$ cat config.mk
export PLATFORM = sky130hd
export DESIGN_NAME = tmr_pwm_timer
export DESIGN_NICKNAME = d
export VERILOG_FILES = /design/src/rtl/tmr_pkg.sv /design/src/rtl/tmr_counter.sv /design/src/rtl/tmr_pwm.sv /design/src/rtl/tmr_rollover.sv /design/src/rtl/tmr_pwm_timer.sv
export SDC_FILE = /design/constraint.sdc
export NUM_CORES = 1
export LEC_CHECK = 0
export ABC_CLOCK_PERIOD_IN_PS = 1600
export BUFFER_PORTS_ARGS = -buffer_cell sky130_fd_sc_hd__buf_2
export CELL_PAD_IN_SITES_DETAIL_PLACEMENT = 0
export CELL_PAD_IN_SITES_GLOBAL_PLACEMENT = 1
export CORE_AREA = 2 2 88 90
export CTS_CLUSTER_DIAMETER = 80
export DETAILED_ROUTE_END_ITERATION = 8
export DIE_AREA = 0 0 90 92
export GPL_TIMING_DRIVEN = 0
export PLACE_DENSITY_LB_ADDON = 0.08
export SYNTH_ARGS = -nofsm -noshare
export SYNTH_HDL_FRONTEND = slang
export SYNTH_SLANG_ARGS = --single-unit
$ cat constraint.sdc
create_clock -name clk -period 1.6 [get_ports clk]
set_input_delay 0.08 -clock clk [delete_from_list [all_inputs] [get_ports clk]]
set_output_delay 0.08 -clock clk [all_outputs]
set_load 0.05 [all_outputs]
$ cat src/rtl/tmr_pkg.sv
package tmr_pkg;

    typedef enum logic [1:0] {
        ADDR_CTRL    = 2'd0,
        ADDR_PERIOD  = 2'd1,
        ADDR_MATCH   = 2'd2,
        ADDR_FLAG    = 2'd3
    } tmr_addr_e;

    localparam int CTRL_W = 6;

    typedef struct packed {
        logic irq_en;      // bit 5
        logic clk_out_en;  // bit 4
        logic hi_on_match; // bit 3
        logic lo_on_match; // bit 2
        logic ext_count;   // bit 1
        logic run;         // bit 0
    } tmr_ctrl_t;

    typedef enum logic [1:0] {
        PWM_KEEP,
        PWM_LOW,
        PWM_HIGH,
        PWM_FLIP
    } pwm_act_e;

    function automatic pwm_act_e pwm_action(logic lo, logic hi, logic match_hit, logic period_hit);
        pwm_act_e act;
        act = PWM_KEEP;
        if (lo && hi) begin
            if (match_hit) act = PWM_FLIP;
        end else if (lo) begin
            if (match_hit)       act = PWM_LOW;
            else if (period_hit) act = PWM_HIGH;
        end else if (hi) begin
            if (match_hit)       act = PWM_HIGH;
            else if (period_hit) act = PWM_LOW;
        end
        return act;
    endfunction

    function automatic logic pwm_apply(pwm_act_e act, logic cur);
        logic nxt;
        case (act)
            PWM_LOW:  nxt = 1'b0;
            PWM_HIGH: nxt = 1'b1;
            PWM_FLIP: nxt = ~cur;
            default:  nxt = cur;
        endcase
        return nxt;
    endfunction

endpackage

$ cat src/rtl/tmr_counter.sv
module tmr_counter #(
    parameter int W = 16
) (
    input  logic         clk,
    input  logic         rst,
    input  logic         tick,
    input  logic [W-1:0] period,
    input  logic [W-1:0] match,
    output logic [W-1:0] count,
    output logic         match_hit,
    output logic         wrap
);

    assign match_hit = tick && (count == match);
    assign wrap      = tick && (count == period);

    always_ff @(posedge clk) begin
        if (rst)       count <= '0;
        else if (tick) count <= wrap ? '0 : count + 1'b1;
    end

    // an advance below the period steps by one
    a_r2_step: assert property (@(posedge clk) disable iff (rst)
        (tick && count != period) |=> (count == $past(count) + 1'b1));

    // no advance, no change
    a_r2_hold: assert property (@(posedge clk) disable iff (rst)
        !tick |=> $stable(count));

    // advance at the period value returns to zero
    a_r4_wrap: assert property (@(posedge clk) disable iff (rst)
        (tick && count == period) |=> (count == '0));

endmodule

$ cat src/rtl/tmr_pwm.sv
module tmr_pwm
    import tmr_pkg::*;
(
    input  logic clk,
    input  logic rst,
    input  logic lo_on_match,
    input  logic hi_on_match,
    input  logic match_hit,
    input  logic period_hit,
    output logic pwm
);

    pwm_act_e act;

    always_comb act = pwm_action(lo_on_match, hi_on_match, match_hit, period_hit);

    always_ff @(posedge clk) begin
        if (rst) pwm <= 1'b0;
        else     pwm <= pwm_apply(act, pwm);
    end

    // low-on-match mode, match wins
    a_r5_low: assert property (@(posedge clk) disable iff (rst)
        (lo_on_match && !hi_on_match && match_hit) |=> !pwm);

    // high-on-match mode, match wins
    a_r6_high: assert property (@(posedge clk) disable iff (rst)
        (hi_on_match && !lo_on_match && match_hit) |=> pwm);

    // toggle on match
    a_r7_flip: assert property (@(posedge clk) disable iff (rst)
        (lo_on_match && hi_on_match && match_hit) |=> (pwm != $past(pwm)));

    // no mode bit, output frozen
    a_r8_keep: assert property (@(posedge clk) disable iff (rst)
        (!lo_on_match && !hi_on_match) |=> $stable(pwm));

endmodule

$ cat src/rtl/tmr_rollover.sv
module tmr_rollover (
    input  logic clk,
    input  logic rst,
    input  logic wrap,
    input  logic clk_mode,
    input  logic clr_req,
    output logic flag,
    output logic clk_out
);

    always_ff @(posedge clk) begin
        if (rst)                    flag <= 1'b0;
        else if (wrap && !clk_mode) flag <= 1'b1;
        else if (clr_req)           flag <= 1'b0;
    end

    always_ff @(posedge clk) begin
        if (rst)           clk_out <= 1'b0;
        else if (!clk_mode) clk_out <= 1'b0;
        else if (wrap)     clk_out <= ~clk_out;
    end

    // wrap sets the flag even against a clear
    a_r10_set: assert property (@(posedge clk) disable iff (rst)
        (wrap && !clk_mode) |=> flag);

    // clear without wrap empties the flag
    a_r10_clear: assert property (@(posedge clk) disable iff (rst)
        (clr_req && !wrap) |=> !flag);

    // clock-out wraps leave a clear flag clear
    a_r11_noflag: assert property (@(posedge clk) disable iff (rst)
        (clk_mode && !flag) |=> !flag);

    // clock-out wrap inverts the pin
    a_r11_toggle: assert property (@(posedge clk) disable iff (rst)
        (clk_mode && wrap) |=> (clk_out != $past(clk_out)));

endmodule

$ cat src/rtl/tmr_pwm_timer.sv
module tmr_pwm_timer
    import tmr_pkg::*;
#(
    parameter int W = 16
) (
    input  logic         clk,
    input  logic         rst,
    input  logic         wr_en,
    input  logic [1:0]   wr_addr,
    input  logic [W-1:0] wr_data,
    input  logic         cnt_tick,
    output logic [W-1:0] count,
    output logic         pwm_out,
    output logic         clk_out,
    output logic         roll_flag,
    output logic         irq
);

    tmr_ctrl_t  ctrl_q;
    logic [W-1:0] period_q;
    logic [W-1:0] match_q;
    logic         tick;
    logic         match_hit;
    logic         wrap;
    logic         clk_mode;
    logic         clr_req;
    tmr_addr_e    addr;

    assign addr = tmr_addr_e'(wr_addr);

    always_ff @(posedge clk) begin
        if (rst) begin
            ctrl_q   <= '0;
            period_q <= '1;
            match_q  <= '0;
        end else if (wr_en) begin
            case (addr)
                ADDR_CTRL:   ctrl_q   <= tmr_ctrl_t'(wr_data[CTRL_W-1:0]);
                ADDR_PERIOD: period_q <= wr_data;
                ADDR_MATCH:  match_q  <= wr_data;
                default:     ;
            endcase
        end
    end

    assign tick     = ctrl_q.run && (!ctrl_q.ext_count || cnt_tick);
    assign clk_mode = ctrl_q.clk_out_en && !ctrl_q.ext_count;
    assign clr_req  = wr_en && (addr == ADDR_FLAG) && !wr_data[0];

    tmr_counter #(.W(W)) u_counter (
        .clk       (clk),
        .rst       (rst),
        .tick      (tick),
        .period    (period_q),
        .match     (match_q),
        .count     (count),
        .match_hit (match_hit),
        .wrap      (wrap)
    );

    tmr_pwm u_pwm (
        .clk         (clk),
        .rst         (rst),
        .lo_on_match (ctrl_q.lo_on_match),
        .hi_on_match (ctrl_q.hi_on_match),
        .match_hit   (match_hit),
        .period_hit  (wrap),
        .pwm         (pwm_out)
    );

    tmr_rollover u_roll (
        .clk      (clk),
        .rst      (rst),
        .wrap     (wrap),
        .clk_mode (clk_mode),
        .clr_req  (clr_req),
        .flag     (roll_flag),
        .clk_out  (clk_out)
    );

    assign irq = roll_flag && ctrl_q.irq_en;

    // counter mode without strobe does not advance
    a_r3_ext_hold: assert property (@(posedge clk) disable iff (rst)
        (ctrl_q.ext_count && !cnt_tick && !(wr_en && addr == ADDR_CTRL)) |=> $stable(count));

    // counter mode keeps the clock pin low
    a_r11_ext_low: assert property (@(posedge clk) disable iff (rst)
        ctrl_q.ext_count |=> !clk_out);

endmodule

Word-level counts from Yosys, hierarchy flattened
Index checks and enable logic that the tools add are counted.

cells by class
  $add $sub $neg = 1
  equality and inequality tests = 8
  mux-type cells = 12
  bitwise logic cells = 3
  reduce and logical (&&, ||, !) cells = 20

operator list
  kind                   number
  $eq 16x16->1           2
  $add 16x1->16 const B  1
  $mux 16                1
  $mux 2                 7
  $logic_and 1x1->1      9
  $eq 2x2->1 const B     4
  $reduce_and 2->1       3
  $eq 2x1->1 const B     2
  $logic_not 1->1        3
  $mux 1                 3
  $not 1->1              3
  $pmux 1 s3             1
  $reduce_bool 3->1      1
  $logic_not 2->1        1
  $reduce_bool 2->1      1
  $reduce_or 2->1        1
  $logic_or 1x1->1       1

word-level totals
  bits in registers = 57
  input port bits = 22
  output and inout port bits = 20

Longest topological paths before layout
Gate-level depths: netlist (run 1).

  depth in word-level cells = 11
  gate-level depth with buffers = 8
  depth with buffers taken out = 6

Hierarchy
A second synthesis (run 1) with hierarchy kept.

unflattened totals
  cell total of the unflattened synthesis = 321
  area, all modules = 2975.4 um^2

modules (own cells, without submodules)
  module         instances  cells an instance  area each (um^2)  seq. area each (um^2)
  tmr_pwm_timer  1          167                1650.3            760.7
  tmr_counter    1          139                1179.9            320.3
  tmr_rollover   1          7                  78.8              40.0
  tmr_pwm        1          8                  66.3              20.0

Worst setup path after synthesis (run 1)
No wires, ideal clock.

  kind = register -> register
  start = reg u_counter.count[8]
  end = reg u_counter.count[10]
  arrival time = 1.871 ns
  required time = 1.484 ns
  setup slack = -0.387 ns
  stages on the path, launching flop included = 9
  buffers on the path = 2
  path through = dfxtp_1 -> buf_6 -> xnor2_2 -> nand4_1 -> nor4_4 -> nand2_2 -> nand2_4 -> buf_12 -> nor2_2

on the way
  word-level cells in the longest chain between the ends = 3

ends and longest elaborated chain
  item                                                                   line               RTL
  from (decl)                                                            tmr_counter.sv:9   output logic [W-1:0] count,
  from (signal assigned)                                                 tmr_counter.sv:19  else if (tick) count <= wrap ? '0 : count + 1'b1;
  parallel branches: the longest is 2 deep, another holds $add 16x1->16  -
  $mux 16 (*)                                                            tmr_counter.sv:19

Every way passes the cells marked *.
A chain may end at the register's enable or synchronous reset.

Worst setup path in the final report (run 1)
  start = reg u_counter.count[6]
  end = reg u_counter.count[15]

The elaborated chain is that of the path after synthesis.

==> results of run 1 <==
## final cells by class
class / instances / area [um^2] / share of cell area (%)
buffer: 12 / 62.56 / 1.730
clock buffer: 16 / 221.5 / 6.125
inverter: 4 / 15.01 / 0.4152
multi-input combinational: 239 / 1519 / 42.01
sequential: 57 / 1190 / 32.91
tap: 102 / 127.6 / 3.529
timing repair buffer: 68 / 480.5 / 13.29
## routing by layer
| layer | share of wire [%] | track usage, % | up-vias |
|---|---|---|---|
| li1 | - | - | 1186 |
| met1 | 50 | 25.50 | 1074 |
| met2 | 46 | 28.95 | 36 |
| met3 | 3.1 | 4.355 | 4 |
| met4 | 0.59 | 6.282 | 0 |
| met5 | 0 | 0 | - |
## per-stage QoR
step	hold WS, ps	instance area [um^2]	worst slack (ps)	util, %	power [mW]
after floorplan	204.0	2688	-123.1	-	1.649
after global placement	307.8	3015	-286.4	40.49	1.737
after detailed placement	312.7	3015	-271.0	40.49	1.739
after CTS	0.5272	3555	-181.1	47.73	3.242
after global routing	14.35	3616	-219.1	48.56	3.378
final	15.91	3616	-121.9	48.56	3.210
## critical path: cells and delay by family (launching register included)
family        cells  cell delay [ps]
xor+xnor          1              150
buf+inv           2              240
flops             1              370
simple gates      5              850
## synth_stat cells, drive strengths merged, types with 2 or more instances
master  instances
nand4           5
nand2          78
nor3            4
o21ai           3
nor3b           2
nand3          23
buf             4
mux2i           5
a31oi           2
nand2b          4
nor2           28
and4            3
nor4            4
and2            3
and3            3
clkbuf         11
xor2           25
xnor2          22
dfxtp          57
inv             3
a21oi          20
## cells by family after synthesis
logic type	count (synthesis)	synth area share (%)
AOI/OAI and AO/OA	26	5.181
xor gates and xnor gates	47	15.92
adders and majority gates	1	0.4752
buffers and inverters	19	3.707
DFF	57	43.35
muxes	5	1.901
and+or+nand+nor	160	29.47
## flip-flops by register name, summed over array words and instances, names as in the netlist
name and count:
ctrl_q 6, match_q 16, period_q 16, u_counter.count 16, u_pwm.pwm 1, u_roll.clk_out 1, u_roll.flag 1
## what timing repair did
item,4_1_cts,5_1_grt
gates cloned,1,0
hold endpoints to repair,24,0
gates resized for setup,18,15
setup buffers,10,6
endpoints found under the setup margin,19,19
pin swaps,14,12
hold buffers,12,0
## power by group through the flow
stage / clock network, mW / logic [mW] / registers (mW)
6_report: 1.44 / 0.287 / 1.48
5_1_grt: 1.57 / 0.321 / 1.48
4_1_cts: 1.48 / 0.285 / 1.48
3_5_place_dp: 0 / 0.228 / 1.51
3_3_place_gp: 0 / 0.226 / 1.51
2_1_floorplan: 0 / 0.142 / 1.51
## how the worst max path moves through the flow
| stage | start | endpoint | slack, ps | cells past startpoint |
|---|---|---|---|---|
| after CTS | u_counter.count[1]$_SDFFE_PP0P_ | u_pwm.pwm$_SDFFE_PP0P_ | -180 | 6 |
| after detailed placement | u_counter.count[4]$_SDFFE_PP0P_ | u_pwm.pwm$_SDFFE_PP0P_ | -270 | 7 |
| after global routing | u_counter.count[10]$_SDFFE_PP0P_ | u_counter.count[15]$_SDFFE_PP0P_ | -220 | 8 |
| after global placement | u_counter.count[4]$_SDFFE_PP0P_ | u_pwm.pwm$_SDFFE_PP0P_ | -290 | 7 |
| after floorplan | u_counter.count[12]$_SDFFE_PP0P_ | u_counter.count[14]$_SDFFE_PP0P_ | -120 | 8 |
| final | u_counter.count[6]$_SDFFE_PP0P_ | u_counter.count[15]$_SDFFE_PP0P_ | -120 | 8 |
==> metrics.cfg, run 1 <==
[status]
outcome = complete, but fails checks
violations = setup timing

[setup_path]
r2r_end = u_counter.count[15]$_SDFFE_PP0P_
setup.worst_path.end_class = flop
critPathMostFrequentCell = buf_12
critical_path_arrival_ps = 1950
cp.required_ps = 1820
crit_path_max_fanout = 5
r2r.worst_path.cells = 8
r2r-start = u_counter.count[6]$_SDFFE_PP0P_
startpoint_type = flop
regToRegSetupSlack_ps = -120
crit_chain = xnor2_2 > nand4_1 > nor4_4 > nand2_2 > nand2_4 > buf_12 > buf_12 > nor2_2
path_class = reg -> reg
cp_slowest_cell = nor4_4
cpPeakStageDelay_ps = 390

[power_and_ir_drop]
internal_power_mw = 2.454
ir_drop_mv = 0.3591
p_switching_uw = 755.8
power_frac_comb_pct = 8.9
switching_share_pct = 23.54
clkPwrFrac_pct = 45.0
p_leak_nw = 1.572
power_density_mw_per_mm2 = 887.8
seqPwrFrac_pct = 46.1

[clocking]
tritoncts = yes
numClockSinks = 57
clockBufferDepth = 2
cts-root-buf = clkbuf_8
clkTransAtPathRegs_ps = 60
numCtsBuffers = 9
htree_num_levels = 3
clk_latency_ps = 340

[yosys]
synth_edf_count = 0
async_flop_share_pct = 0
synthesis.nets = 338
ys_seq_area_share_pct = 43.35
synth_warnings = 0
synth_top_area_share_pct = 43.35
synth.avg_cell_area_um2 = 8.357
synth_area_mm2 = 0.002633
syn_inst = 315
ys_seq_elements = 57
synth_flop_cell = dfxtp_1
yosysUniqueCellTypes = 36
synthTopCellsByArea = dfxtp_1 (43%), nand2_1 (11%), xor2_1 (8.3%), xnor2_1 (7.0%), nand3_1 (4.4%)
synth_area_leader_cell = dfxtp_1

[placement]
hpwl_um = 5001
portBuffers = 40
place.gp.congestion = 0.7408
dp.cells = 457

[grt]
grt_pass1_vias = 2253
antenna_found_initial = 0
grt_pass1_wl_um = 11700
grt_overflow = 0
grt_usage_pct = 18.62
grt_max_degree = 11

[floorplanning]
num_rows = 32
die_w_um = 90
dieArea_mm2 = 0.008280
io_pins = 42
start_util_pct = 35.35
dieHeight_um = 92
core-area_mm2 = 0.007447

[sta]
tightest_slew_ps = 662.1
max_freq_mhz = 580.7
clock_skew_ps = 11.01
rsz0062_at_grt = yes
layout_setup_ws_ps = -121.9
period_share_pct = 107.6
setup_viol = 19
tns_ps = -1447
hold_viol = 0
layout_min_cycle_time_ps = 1722
max_slew_margin_pct = 55.67
slew_violations = 0

[routing]
post_drt_wl_per_cell_um = 14.23
postRouteAntennaNets = 0
wl_um = 7085
vias_per_cell = 4.618
drtPass1Iterations = 4
drt_iter0_drc = 94
vias = 2300
drc = 0

[final_layout]
final_cell_mix = nand2_1 (75), buf_2 (41), dfxtp_1 (38)
area_growth_pct = 37.36
drive_gt1_share_pct = 32.83
layout_commonest_cell = nand2_1
diodes = 0
instances_no_fill = 498
fill_cells = 774
nets = 414

[worst_hold_path]
hold_end = match_q[15]$_SDFFE_PP0P_
hold_start = wr_data[15]
holdPathStages = 3
hold_path_class = in -> reg

[run]
maxCapViolations = 0

(Power assumes the default switching activity.)
==> run 2: changes to the inputs <==
- ABC_AREA: not set -> 1
- CORE_AREA: 2 2 88 90 -> 2 2 93 95
- DIE_AREA: 0 0 90 92 -> 0 0 95 97
==> run 2 against run 1 <==
  * The flow now finishes without violations
  * Routed wire length is 28% higher
  * Critical path type unchanged
  * Largest power group is now clock
  * Utilization is 2.0 points lower
  * Register-to-register slack better by 180 ps
  * Total power is 6.8% higher
  * Die area is 11% higher
  * Synthesized cell count is 35% higher
  * Clock power is 9.7% higher
  * Fmax is 12% higher
  * Design area is 4.8% higher
  * Largest cell class unchanged
  * Non-clock buffer count is 12 lower
  * Clock skew is 1.2 ps lower
==> metrics.cfg, run 2 <==
[status]
outcome = finished, final reports clean

[yosys]
ys_seq_elements = 57  ; unchanged
synthTopCellsByArea = dfxtp_1 (39%), nand2_1 (15%), inv_1 (6.7%), nor2_1 (5.7%), a21oi_1 (5.0%)
yosysUniqueCellTypes = 33  ; -8.3%
synth_edf_count = 0  ; unchanged
synthesis.nets = 448  ; +33%
synth_most_common_cell = nand2_1
ys_seq_area_share_pct = 39.21  ; -4.1 points
synth_common_cells = nand2_1 (116), dfxtp_1 (57), inv_1 (52), nor2_1 (44), a21oi_1 (29)
syn_inst = 425  ; +35%
synth_area_leader_cell = dfxtp_1
synth.avg_cell_area_um2 = 6.848  ; -18%
async_flop_share_pct = 0  ; unchanged
synth_flop_cell = dfxtp_1
synth_area_mm2 = 0.002910  ; +11%
synth_top_area_share_pct = 39.21  ; -4.1 points
synth_warnings = 0  ; unchanged

[worst_hold_path]
hold_start = wr_data[3]
hold_path_class = in -> reg
hold_end = period_q[3]$_SDFFE_PP1P_
holdPathStages = 3  ; unchanged

[final_layout]
top_regs = match_q x16, period_q x16, u_counter.count x16
final_cell_mix = nand2_1 (113), inv_1 (49), buf_2 (41)
nets = 517  ; +25%
diodes = 0  ; unchanged
instances_no_fill = 604  ; +21%
area_growth_pct = 30.22
final_util_pct = 46.59  ; -2.0 points
fill_cells = 849  ; +9.7%
layout_commonest_cell = nand2_1
drive_gt1_share_pct = 24.25  ; -8.6 points

[clocking]
clkTransAtPathRegs_ps = 70  ; about the same
numClockSinks = 57  ; unchanged
tritoncts = yes
htree_num_levels = 3  ; unchanged
clk_latency_ps = 340  ; about the same
cts-root-buf = clkbuf_8
clockBufferDepth = 2  ; unchanged
numCtsBuffers = 9  ; unchanged

[power_and_ir_drop]
ir_drop_mv = 0.3546  ; -1.3%
power_density_mw_per_mm2 = 904.5  ; +1.9%
p_leak_nw = 1.635  ; +4.0%

[routing]
vias_per_cell = 4.679  ; +1.3%
postRouteAntennaNets = 0  ; unchanged
post_drt_wl_per_cell_um = 15.05  ; +5.8%
drtPass1Iterations = 4  ; unchanged
vias = 2826  ; +23%
drt_iter0_drc = 121  ; +29%
wl_um = 9090  ; +28%
drc = 0  ; unchanged

[setup_path]
path_class = reg -> reg
crit_chain = nand2_2 > nand2_4 > inv_6 > nand2_1 > nor2_1 > nand3_2 > nor2_4 > buf_4 > a21oi_1 > o21a_1
r2r_end = u_roll.clk_out$_SDFFE_PP0N_
r2r.worst_path.cells = 10  ; +2
startpoint_type = flop
crit_path_max_fanout = 6  ; +1
critical_path_arrival_ps = 1780  ; -170 ps
regToRegSetupSlack_ps = 60  ; +180 ps
setup.worst_path.end_class = flop
cpPeakStageDelay_ps = 330  ; -60 ps
cp.required_ps = 1840  ; +20 ps
cp_slowest_cell = dfxtp_1
r2r-start = ctrl_q[1]$_SDFFE_PP0P_

[grt]
gr-usage-met1_pct = 30.23  ; +4.7 points
antenna_found_initial = 0  ; unchanged
met3_usage_pct = 3.427  ; -0.93 points
busiest_layer = met2
grt_pass1_wl_um = 14320  ; +22%
grtUsageMet2_pct = 30.88  ; +1.9 points
grt_usage_pct = 20.64  ; +2.0 points
grt_pass1_vias = 2720  ; +21%
grt_overflow = 0  ; unchanged
grt_max_degree = 15  ; +4

[sta]
layout_min_cycle_time_ps = 1540  ; -181.7 ps
hold_ws_ps = 9.166  ; -6.748 ps
period_share_pct = 96.27  ; -11 points
clock_skew_ps = 9.850  ; -1.163 ps
tightest_slew_ps = 640.5  ; -21.63 ps
max_slew_margin_pct = 57.30  ; +1.6 points
max_freq_mhz = 649.2  ; +12%
setup_viol = 0  ; -19
hold_viol = 0  ; unchanged
slew_violations = 0  ; unchanged

[floorplanning]
core-area_mm2 = 0.008134  ; +9.2%
dieHeight_um = 97  ; +5.4%
num_rows = 33  ; +3.1%
die_w_um = 95  ; +5.6%
start_util_pct = 35.78  ; +0.43 points
io_pins = 42  ; unchanged
dieArea_mm2 = 0.009215  ; +11%

[placement]
dp.cells = 571  ; +25%
portBuffers = 41  ; +2.5%
hpwl_um = 6664  ; +33%
place.gp.congestion = 0.8499  ; +15%

[run]
maxCapViolations = 0  ; unchanged

## run 2: cell count changes in the layout (fill, tap and decap cells not counted), sizes merged, moves of 4 or more
cell    previous run  this run
inv                3        55
nand2             78       122
o21ai              3        26
nor2              28        50
xor2              25        11
xnor2             22        10
buf               58        47
a21oi             20        29
o211ai             0         9
clkbuf            26        20
mux2i              5         0
nand2b             4         0
nor3               4         8
nor4               4         0
## run 2: worst max-delay path by stage
stage	slack [ps]	end	from	depth (start not counted)
final	60	u_roll.clk_out$_SDFFE_PP0N_	ctrl_q[1]$_SDFFE_PP0P_	10
after global routing	-30	u_counter.count[3]$_SDFFE_PP0P_	u_counter.count[2]$_SDFFE_PP0P_	8
after CTS	9	u_pwm.pwm$_SDFFE_PP0P_	ctrl_q[1]$_SDFFE_PP0P_	11
after detailed placement	-90	u_counter.count[14]$_SDFFE_PP0P_	u_counter.count[1]$_SDFFE_PP0P_	9
after global placement	-110	u_counter.count[14]$_SDFFE_PP0P_	u_counter.count[1]$_SDFFE_PP0P_	9
after floorplan	10	u_counter.count[14]$_SDFFE_PP0P_	u_counter.count[6]$_SDFFE_PP0P_	11
## run 2: per-layer routing
| layer | vias to the layer above | routed length, um |
|---|---|---|
| li1 | 1486 | - |
| met1 | 1279 | 4544 |
| met2 | 55 | 4071 |
| met3 | 6 | 418 |
| met4 | 0 | 56 |
| met5 | - | 0 |
## run 2: cells by family after synthesis
kind of cell	share of synthesized area, %
simple gates	32.63
buf+inv	8.813
xor+xnor	6.320
fa+ha+maj	0.4299
flops	39.21
compound gates	12.60
## run 2: area by class of cell
cell class	count	area, um^2	share of cell area (%)
Multi-Input combinational cell	302	1630	43.02
Sequential cell	57	1180	31.13
Timing Repair Buffer	59	370.4	9.772
Inverter	56	215.2	5.678
Clock buffer	11	151.4	3.995
Tap cell	105	131.4	3.466
Clock inverter	5	77.57	2.047
Buffer	9	33.78	0.8914
## run 2: stage by stage
step           TNS, ps  setup WS, ps  total power, mW  cell area (um^2)
3_5_place_dp    -789.0        -93.46            1.841              3286
4_1_cts              0         9.123            3.426              3657
3_3_place_gp    -756.1        -105.8            1.839              3286
6_report             0         59.72            3.428              3790
2_1_floorplan        0         11.17            1.726              2949
5_1_grt         -232.5        -33.87            3.574              3790
## run 2: critical path, delay by kind of cell (launching register included)
| family | cells | cell delay, ps |
|---|---|---|
| buffers and inverters | 2 | 250 |
| AND/OR/NAND/NOR | 6 | 700 |
| flip-flops | 1 | 330 |
| AO/OA/AOI/OAI | 2 | 160 |
## run 2: what timing repair did
| item | 4_1_cts | 5_1_grt |
|---|---|---|
| pin swaps | 0 | 14 |
| hold buffers | 12 | 0 |
| endpoints found under the setup margin | 12 | 15 |
| buffers inserted | 2 | 4 |
| gates cloned | 0 | 1 |
| gates resized for setup | 5 | 27 |
| endpoints found under the hold margin | 14 | 0 |
## run 2: power breakdown
part / leakage, nW / internal [mW] / switching, mW
registers: 0.475 / 1.46 / 0.0366
logic: 1.04 / 0.133 / 0.215
clock network: 0.115 / 0.957 / 0.626
total: 1.64 / 2.55 / 0.878
==> run 3: changes to the inputs <==
- ABC_CLOCK_PERIOD_IN_PS: 1600 -> 1390
- clock period: 1.6 -> 1.39 ns (I/O delays scaled with it)
==> run 3 against run 2 <==
  * The run now ends with setup timing left
  * First-iteration DRC count decreased by 38%
  * Sequential cell count is the same
  * Via count rose by 5.7%
  * Total power increased by 8.0%
  * Register-to-register slack got worse by 170 ps
  * Fmax up 2.5%
  * Critical path depth decreased by 2
==> metrics.cfg, run 3 (synthesis results as in run 2) <==
[floorplanning]
num_rows = 33  ; unchanged
io_pins = 42  ; unchanged
die_w_um = 95  ; unchanged
start_util_pct = 35.78  ; unchanged
core-area_mm2 = 0.008134  ; unchanged
dieHeight_um = 97  ; unchanged
dieArea_mm2 = 0.009215  ; unchanged

[final_layout]
drive_gt1_share_pct = 33.21  ; +9.0 points
nets = 542  ; +4.8%
area_growth_pct = 42.86
diodes = 0  ; unchanged
top_regs = match_q x16, period_q x16, u_counter.count x16
layout.area.seq_mm2 = 0.001204  ; +2.0%
final_cell_mix = nand2_1 (105), inv_1 (45), buf_2 (41)
fill_cells = 832  ; -2.0%
finish.instance_area_mm2 = 0.004158  ; +9.7%
layout_commonest_cell = nand2_1
multi_input_area_mm2 = 0.001763  ; +8.1%

[setup_path]
worstSetupStartpoint = u_counter.count[2]$_SDFFE_PP0P_
path_class = reg -> reg
r2r-start = u_counter.count[2]$_SDFFE_PP0P_
startpoint_type = flop
cp.required_ps = 1620  ; -220 ps
setup.worst_path.end_class = flop
crit_path_max_fanout = 6  ; unchanged
critical_path_arrival_ps = 1730  ; -50 ps

[sta]
layout_setup_ws_ps = -112.4  ; -172.1 ps
rsz0062_at_grt = yes
period_share_pct = 108.1  ; +12 points
slew_violations = 0  ; unchanged
tightest_slew_ps = 675.2  ; +34.71 ps
max_freq_mhz = 665.6  ; +2.5%
setup_viol = 16  ; +16
tns_ps = -1316  ; -1316 ps
max_slew_margin_pct = 54.99  ; -2.3 points
clock_skew_ps = 9.195  ; -0.6550 ps
hold_viol = 0  ; unchanged
layout_min_cycle_time_ps = 1502  ; -37.86 ps
hold_ws_ps = 7.783  ; -1.383 ps

[routing]
postRouteAntennaNets = 0  ; unchanged
post_drt_wl_per_cell_um = 14.98  ; -0.48%
wl_um = 9421  ; +3.6%
drtPass1Iterations = 4  ; unchanged
drt_iter0_drc = 75  ; -38%
vias = 2988  ; +5.7%
vias_per_cell = 4.750  ; +1.5%
drc = 0  ; unchanged

[grt]
grt_overflow = 0  ; unchanged
grt_usage_pct = 21.35  ; +0.71 points
grt_max_degree = 11  ; -4
grt_pass1_wl_um = 14860  ; +3.7%
grt_pass1_vias = 2937  ; +8.0%
antenna_found_initial = 0  ; unchanged

[clocking]
numCtsBuffers = 9  ; unchanged
htree_num_levels = 3  ; unchanged
clockBufferDepth = 2  ; unchanged
clkTransAtPathRegs_ps = 70  ; about the same
numClockSinks = 57  ; unchanged
cts-root-buf = clkbuf_8
clk_latency_ps = 340  ; about the same
tritoncts = yes

[power_and_ir_drop]
p_leak_nw = 1.820  ; +11%
power_density_mw_per_mm2 = 890.4  ; -1.6%
p_total_mw = 3.702  ; +8.0%
ir_drop_mv = 0.4874  ; +37%

[placement]
place_area_mm2 = 0.003333  ; +1.4%
place.gp.congestion = 0.8601  ; +1.2%
hpwl_um = 6695  ; +0.46%
portBuffers = 41  ; unchanged

[worst_hold_path]
hold_start = wr_data[3]
hold_path_class = in -> reg

[status]
outcome = complete, but fails checks
violations = setup timing

[run]
maxCapViolations = 0  ; unchanged

-- run 3: worst paths after layout --
kind | end | slack (ps) | depth (start not counted)
min reg2reg | match_q[13]$_SDFFE_PP0P_ | 460 | 2
min | period_q[3]$_SDFFE_PP1P_ | 8 | 3
max reg2reg | u_counter.count[9]$_SDFFE_PP0P_ | -110 | 8
max | u_counter.count[9]$_SDFFE_PP0P_ | -110 | 8
-- run 3: critical path, stage by stage (launching register included) --
cell	delay, ps
dfxtp_4	430
nand2_2	90
nand2_4	100
nand3_2	70
nor3b_2	190
nand3_2	140
nand2_4	170
clkbuf_16	170
nor3_2	40
-- run 3: power breakdown --
part / internal, mW / switching [mW] / leakage (nW)
Clock: 0.874 / 0.668 / 0.0974
Combinational: 0.188 / 0.260 / 1.24
Sequential: 1.66 / 0.0469 / 0.478
Total: 2.73 / 0.976 / 1.82
-- run 3: per-stage QoR --
step	utilization [%]	setup WS (ps)	std cells
global placement	40.98	-298.6	571
finish	51.12	-112.4	629
global route	51.12	-180.6	629
floorplan	-	-142.4	425
detailed placement	40.98	-300.6	571
CTS	48.21	-94.64	620
-- run 3: routing by layer --
metal	wire, um	up-vias	track usage, %
li1	-	1545	-
met1	4649	1390	29.58
met2	4351	41	33.72
met3	275	12	3.115
met4	144	0	7.135
met5	0	-	0
-- run 3: area by class of cell --
type / instances / share of cell area [%]
Inverter: 56 / 5.447
Sequential cell: 57 / 28.95
Clock inverter: 3 / 0.9630
Multi-Input combinational cell: 301 / 42.40
Tap cell: 105 / 3.160
Timing Repair Buffer: 84 / 14.32
Clock buffer: 13 / 3.581
Buffer: 10 / 1.174
-- run 3: timing repair --
item,4_1_cts,5_1_grt
gates resized for setup,29,44
pin swaps,12,11
cloned,0,1
endpoints found under the hold margin,16,0
buffers inserted,19,9
endpoints found under the setup margin,17,19
hold buffers,14,0
